$ cat src/rtl/mask_frame_updater.sv
module mask_frame_updater #(
  parameter int AW = 17,
  parameter int CW = 9
) (
  input  logic          clk,
  input  logic          rst_n,
  input  logic          start,
  input  logic          cfg_rgb,
  input  logic [AW-1:0] cfg_base,
  input  logic [CW-1:0] cfg_stride,
  input  logic [CW-1:0] cfg_x0,
  input  logic [CW-1:0] cfg_y0,
  input  logic [CW-1:0] cfg_cols,
  input  logic [CW-1:0] cfg_rows,
  input  logic [AW-1:0] cfg_mask_base,
  input  logic [CW-1:0] cfg_mask_stride,
  input  logic          pix_valid,
  output logic          pix_ready,
  input  logic [15:0]   pix_data,
  output logic          mask_rd,
  output logic [AW-1:0] mask_addr,
  input  logic          mask_bit,
  output logic          fm_we,
  output logic [AW-1:0] fm_addr,
  output logic [15:0]   fm_wdata,
  input  logic          fm_busy,
  output logic          done
);
  localparam logic [1:0] IDLE = 2'd0, PRE = 2'd1, RUN = 2'd2;

  logic [1:0]    st;
  logic          rgb_q;
  logic [CW-1:0] x0_q, cols_q, rows_q, col, row;
  logic [AW-1:0] stride_q, mstride_q, fm_line, mk_line;

  logic          acc, last_col, last;
  logic [CW-1:0] ncol;
  logic [AW-1:0] nmk_line;

  function automatic logic [AW-1:0] mcol(input logic [CW-1:0] x, input logic [CW-1:0] c, input logic rgb);
    logic [AW-1:0] p;
    p = AW'(x) + AW'(c);
    return rgb ? p : (p >> 1);
  endfunction

  assign pix_ready = (st == RUN) && !fm_busy;
  assign acc       = pix_valid && pix_ready;
  assign last_col  = (col == cols_q - 1'b1);
  assign last      = last_col && (row == rows_q - 1'b1);
  assign ncol      = last_col ? '0 : col + 1'b1;
  assign nmk_line  = last_col ? mk_line + mstride_q : mk_line;

  assign fm_addr   = fm_line + AW'(x0_q) + AW'(col);
  assign fm_wdata  = pix_data;
  assign fm_we     = acc && mask_bit;
  assign mask_rd   = (st != IDLE);
  assign mask_addr = (acc && !last) ? nmk_line + mcol(x0_q, ncol, rgb_q)
                                    : mk_line  + mcol(x0_q, col,  rgb_q);

  always_ff @(posedge clk or negedge rst_n) begin
    if (!rst_n) begin
      st        <= IDLE;
      rgb_q     <= 1'b0;
      x0_q      <= '0;
      cols_q    <= '0;
      rows_q    <= '0;
      col       <= '0;
      row       <= '0;
      stride_q  <= '0;
      mstride_q <= '0;
      fm_line   <= '0;
      mk_line   <= '0;
      done      <= 1'b0;
    end else begin
      done <= acc && last;
      case (st)
        IDLE: if (start) begin
          st        <= PRE;
          rgb_q     <= cfg_rgb;
          x0_q      <= cfg_x0;
          cols_q    <= cfg_cols;
          rows_q    <= cfg_rows;
          stride_q  <= AW'(cfg_stride);
          mstride_q <= AW'(cfg_mask_stride);
          fm_line   <= cfg_base + AW'(cfg_y0) * AW'(cfg_stride);
          mk_line   <= cfg_mask_base + AW'(cfg_y0) * AW'(cfg_mask_stride);
          col       <= '0;
          row       <= '0;
        end
        PRE: st <= RUN;
        RUN: if (acc) begin
          if (last) st <= IDLE;
          else begin
            col     <= ncol;
            mk_line <= nmk_line;
            if (last_col) begin
              row     <= row + 1'b1;
              fm_line <= fm_line + stride_q;
            end
          end
        end
        default: st <= IDLE;
      endcase
    end
  end
endmodule


$ cat config.mk
export PLATFORM = sky130hd
export DESIGN_NAME = mask_frame_updater
export DESIGN_NICKNAME = d
export VERILOG_FILES = /design/src/rtl/mask_frame_updater.sv
export SDC_FILE = /design/constraint.sdc
export NUM_CORES = 1
export LEC_CHECK = 0
export BUFFER_PORTS_ARGS = -buffer_cell sky130_fd_sc_hd__buf_2
export CAP_MARGIN = 20
export CORE_ASPECT_RATIO = 1.2
export CORE_MARGIN = 2
export CORE_UTILIZATION = 50
export CTS_CLUSTER_DIAMETER = 120
export DETAILED_ROUTE_END_ITERATION = 10
export PLACE_DENSITY = 0.73
export SYNTH_ARGS = -nofsm -noshare
export SYNTH_HDL_FRONTEND = slang
export SYNTH_SLANG_ARGS = --single-unit
$ cat constraint.sdc
create_clock -name clk -period 6.4 [get_ports clk]
set_clock_uncertainty 0.05 [all_clocks]
set_input_delay 0.64 -clock clk [delete_from_list [all_inputs] [get_ports clk]]
set_output_delay 0.64 -clock clk [all_outputs]
set_load 0.05 [all_outputs]
### Word level (Yosys, flattened, before mapping)

Index checks and enable logic that the tools add are counted.

* flip-flop bits (word level): 101
* input bits: 111
* output and inout bits: 54

* reduce and logical (&&, ||, !) cells: 15
* mux-type cells: 26
* add/subtract/negate cells: 14
* $mul: 2
* equality and inequality tests: 9

Operators by type and width (count)
* 17-bit 2-to-1 mux: 9
* 17-bit by 9-bit adder with 17-bit output: 4
* 17-bit case mux with 2 select lines: 2
* 9-bit 2-to-1 mux: 7
* 9-bit case mux with 2 select lines: 2
* 17-bit by 10-bit adder with 17-bit output: 2
* 17-bit adder: 2
* 9-bit by 9-bit multiplier with 17-bit output: 2
* 9-bit by 9-bit adder with 10-bit output: 2
* 10-bit 2-to-1 mux: 2
* 9-bit by 1-bit adder with 9-bit output, second input constant: 2
* 9-bit == test: 2
* 9-bit by 1-bit subtractor with 9-bit output, second input constant: 2
* 2-bit inequality test, second input constant: 5
* 1-bit logical AND: 6
* 2-bit 2-to-1 mux: 3
* 2-bit case mux with 3 select lines: 1
* 5-bit AND reduction: 1
* 4-bit AND reduction: 1
* 2-bit nonzero test: 2
* 3-bit AND reduction: 1
* 2-bit by 1-bit == test with 1-bit output, second input constant: 1
* 2-bit == test, second input constant: 1
* 1-bit zero test: 2
* 2 further kinds: 2

### Depth between registers and ports, before layout

* word-level depth: 7
* gate-level depth with buffers: 31
* gate-level depth less buffers: 29

### Worst setup path before layout

Ideal clock, no wire load.

* path kind: register -> output
* start point: register cols_q[0]
* end point: output port mask_addr[14]
* slack: -1025 ps
* buffers on the path: 2
* arrival: 6735 ps
* stages on the path, launching flop included: 31
* cell sequence: dfrtp_1 -> inv_1 -> ha_1 -> nor3b_4 -> nand2_2 -> or4b_4 -> nand2_4 -> nand3_4 -> clkbuf_1 -> clkbuf_1 -> and2_1 -> ha_1 -> a21o_1 -> maj3_1 -> maj3_1 -> a31oi_1 -> a211oi_1 -> o311ai_0 -> xor2_1 -> mux2i_1 -> ha_1 -> inv_1 -> a21oi_1 -> o21ai_0 -> a21oi_1 -> o21ai_0 -> a21o_1 -> a211o_1 -> o21ai_0 -> a21oi_1 -> xnor2_1

* cells in the longest elaborated chain, start to end: 7

Ends and longest elaborated chain
* from (decl): line 33 `logic [CW-1:0] x0_q, cols_q, rows_q, col, row;`
* from (signal assigned): line 81 `cols_q <= cfg_cols;`
* 9-bit by 1-bit subtractor with 9-bit output *: line 48 `assign last_col = (col == cols_q - 1'b1);`
* 9-bit == test *: line 48
* 9-bit 2-to-1 mux: line 50 `assign ncol = last_col ? '0 : col + 1'b1;`
* 9-bit by 9-bit adder with 10-bit output: line 42 `p = AW'(x) + AW'(c);`
* 10-bit 2-to-1 mux: line 43 `return rgb ? p : (p >> 1);`
* 17-bit by 10-bit adder with 17-bit output: line 57 `assign mask_addr = (acc && !last) ? nmk_line + mcol(x0_q, ncol, rgb_q)`
* 17-bit 2-to-1 mux *: line 57
* to (decl): line 21 `output logic [AW-1:0] mask_addr,`

Every way passes the cells marked *; elsewhere a longest branch is shown, timed or not.

### Worst setup path in the final report

* start point: register cols_q[1]
* end point: output port mask_addr[16]

Same word-level chain as after synthesis.

==> impl_metrics.ini <==
[setup_path]
worstPathMaxFanout = 3
path_class = flip-flop to primary output
rrSetupSlack_ns = 2.53
max_stage_delay_ns = 0.55
slowest_stage = or4b_4
cp.arrival_ns = 6.21
cp-start-kind = flip-flop
ff2ff_path_depth = 12
crit_path_end_kind = primary output
crit_required_ns = 5.71

[finish]
nNetsFinal = 2326
area_delta_synth_final_pct = 12.9
antennaDiodeCount = 0
drive_gt1_share_pct = 14.6
final_common_cell = nand2_1
utilization_pct = 57.6
final_cell_mix = 339 x nand2_1, 226 x inv_1, 148 x ha_1
fillers = 2639

[clocking]
clk_pin_slew_ns = 0.07
cts_tree = done
clock_sinks = 101
clk_latency_ns = 0.36
clockBufferDepth = 2
htree_num_levels = 3
ctsRootBufferMaster = clkbuf_16
cts_buffers = 9

[placed_design]
gp_congestion = 0.939
portBuffers = 132
post-dp-hpwl_mm = 31.0

[synth]
synthesis.nets = 2217
synth_area_um2 = 14700
ys_ff_latch = 101
avgSynthCellArea_um2 = 8.11
ys.flop_type = dfrtp_1
synth_warnings = 0
synth_cell_types = 77
ys_seq_area_share_pct = 17.1
synth_async_sr_flop_share_pct = 100
synth_edf_count = 0
syn-instance-count = 1817

[grt]
grt_usage_pct = 26.0
antenna_found_initial = 2
grt_pass1_vias = 13000
grt_max_degree = 68
grt_pass1_wl_mm = 64.5
grt_overflow = 0

[timing]
setup_slack_ns = -0.499
setup_viol = 9
period_needed_ns = 6.90
grt_setup_unrepaired = yes
worst_pin_slew_ns = 0.888
final-hold-violation-count = 0
slew_viol_final = 0
relSlewSlack_pct = 40.8
clock.fmax_ghz = 0.145
fin_crit_sh_pct = 108

[drt]
wire_per_inst_um = 17.0
via_per_inst = 5.49
drc_errors = 0
via_count = 12700
ant_nets = 0
drt_first_iter_violations = 718
routed_wl_mm = 39.3
dr.pass1.iters = 4

[die]
fp.dieH_um = 192
core_um2 = 28900
die_w_um = 161
rows = 68
start_util_pct = 51.0
io_pins = 165
die-area_um2 = 30900

[worst_hold_path]
hold_path.class = input pin to asynchronous set/reset pin

[run_status]
violations = setup timing
status = finished, violations left

[flow_run]
max_cap_viol_count = 0
-- cells in the mapped netlist (3+ instances only) --
cell	count	area share (%)
mux2i_1	14	0.95
or3_1	4	0.17
and2_1	62	2.6
a21boi_0	6	0.31
nand3b_1	5	0.25
nand2b_1	13	0.55
buf_4	17	0.87
mux2_2	3	0.23
nor3_2	3	0.20
o21a_1	10	0.51
fa_1	138	19
o31a_1	3	0.18
inv_1	229	5.8
nand4_1	12	0.51
nand2_1	340	8.7
nor4_1	3	0.13
a211oi_1	9	0.46
o21ai_0	96	3.3
nand3_1	24	0.81
o31ai_1	4	0.20
o22ai_1	3	0.13
and3_1	12	0.51
o41ai_1	4	0.24
a21oi_1	90	3.1
xor2_1	52	3.1
nor2b_1	12	0.51
a31oi_1	14	0.59
ha_1	151	13
o211ai_1	9	0.46
or2_2	3	0.13
o21bai_1	20	1.0
a21o_1	22	1.1
clkbuf_1	67	1.7
nor2_1	94	2.4
nor3b_1	5	0.25
buf_2	6	0.20
dfrtp_1	101	17
a211o_1	4	0.24
xnor2_1	83	4.9
buf_1	4	0.10
nor3_1	21	0.71
-- metal layers --
layer	part of all wire, %	vias to the layer above	global-route usage [%]
li1	-	6107	-
met1	42	6162	32.1
met2	50	360	47.7
met3	4.6	83	2.16
met4	2.9	4	9.38
met5	0.061	-	0
-- cell families (layout without fill, tap and decap cells) --
group | Yosys count | after routing | synth area share (%)
compound gates | 320 | 320 | 13.5
xor+xnor | 136 | 136 | 8.13
fa+ha+maj | 291 | 291 | 31.7
buf+inv | 325 | 439 | 8.81
flops | 101 | 101 | 17.1
mux | 17 | 17 | 1.18
simple gates | 627 | 627 | 19.5
-- worst max-delay path: cells and delay by family, from the launching register on --
family / cells / cell delay (ns)
muxes: 2 / 0.22
adders and majority gates: 5 / 1.36
xor gates and xnor gates: 2 / 0.39
buffers and inverters: 3 / 0.31
AOI/OAI and AO/OA: 11 / 1.75
DFF: 1 / 0.40
and+or+nand+nor: 7 / 1.39
-- cell type report --
cell class | instances | area, um^2 | share of cell area, %
timing repair buffer | 193 | 1200 | 7.23
sequential | 101 | 2530 | 15.2
multi-input combinational | 1391 | 11200 | 67.5
tap | 385 | 482 | 2.89
clock inverter | 7 | 106 | 0.639
clock buffer | 9 | 225 | 1.35
inverter | 230 | 863 | 5.18
-- final timing paths --
path / to / start
worst max-delay path: mask_addr[16] / cols_q[1]
worst min-delay path: st[0] / rst_n
worst max register to register: fm_line[15] / rows_q[0]
worst min register to register: stride_q[3] / stride_q[3]
max in group asynchronous: mstride_q[3] / rst_n
min in group clk: x0_q[7] / cfg_x0[7]
-- sequential cells by signal, summed over array words and instances (netlist names), 2 cells and up --
name	flops
fm_line	17
mk_line	17
col	9
cols_q	9
mstride_q	9
row	9
rows_q	9
stride_q	9
x0_q	9
st	2
-- through the flow --
step | TNS (ns) | cell area (um^2) | hold WS [ns] | worst slack (ns) | cells
floorplan | -0.398 | 14900 | 0.294 | -0.170 | 1817
detailed placement | -0.397 | 15900 | 0.420 | -0.164 | 2280
global placement | 0 | 15900 | 0.418 | 0.000694 | 2280
CTS | -2.70 | 16500 | 0.210 | -0.463 | 2311
finish | -3.03 | 16700 | 0.206 | -0.499 | 2316
global route | -5.12 | 16700 | 0.230 | -0.702 | 2316
-- repair_timing --
item,in CTS,in global routing
hold buffers,0,0
endpoints found under the setup margin,9,12
gates resized for setup,40,30
pin swaps,27,30
setup buffers,15,11
Power is left out: the tool's default activity adds up to more than one toggle a clock period on the data nets, which glitch-free logic cannot reach.
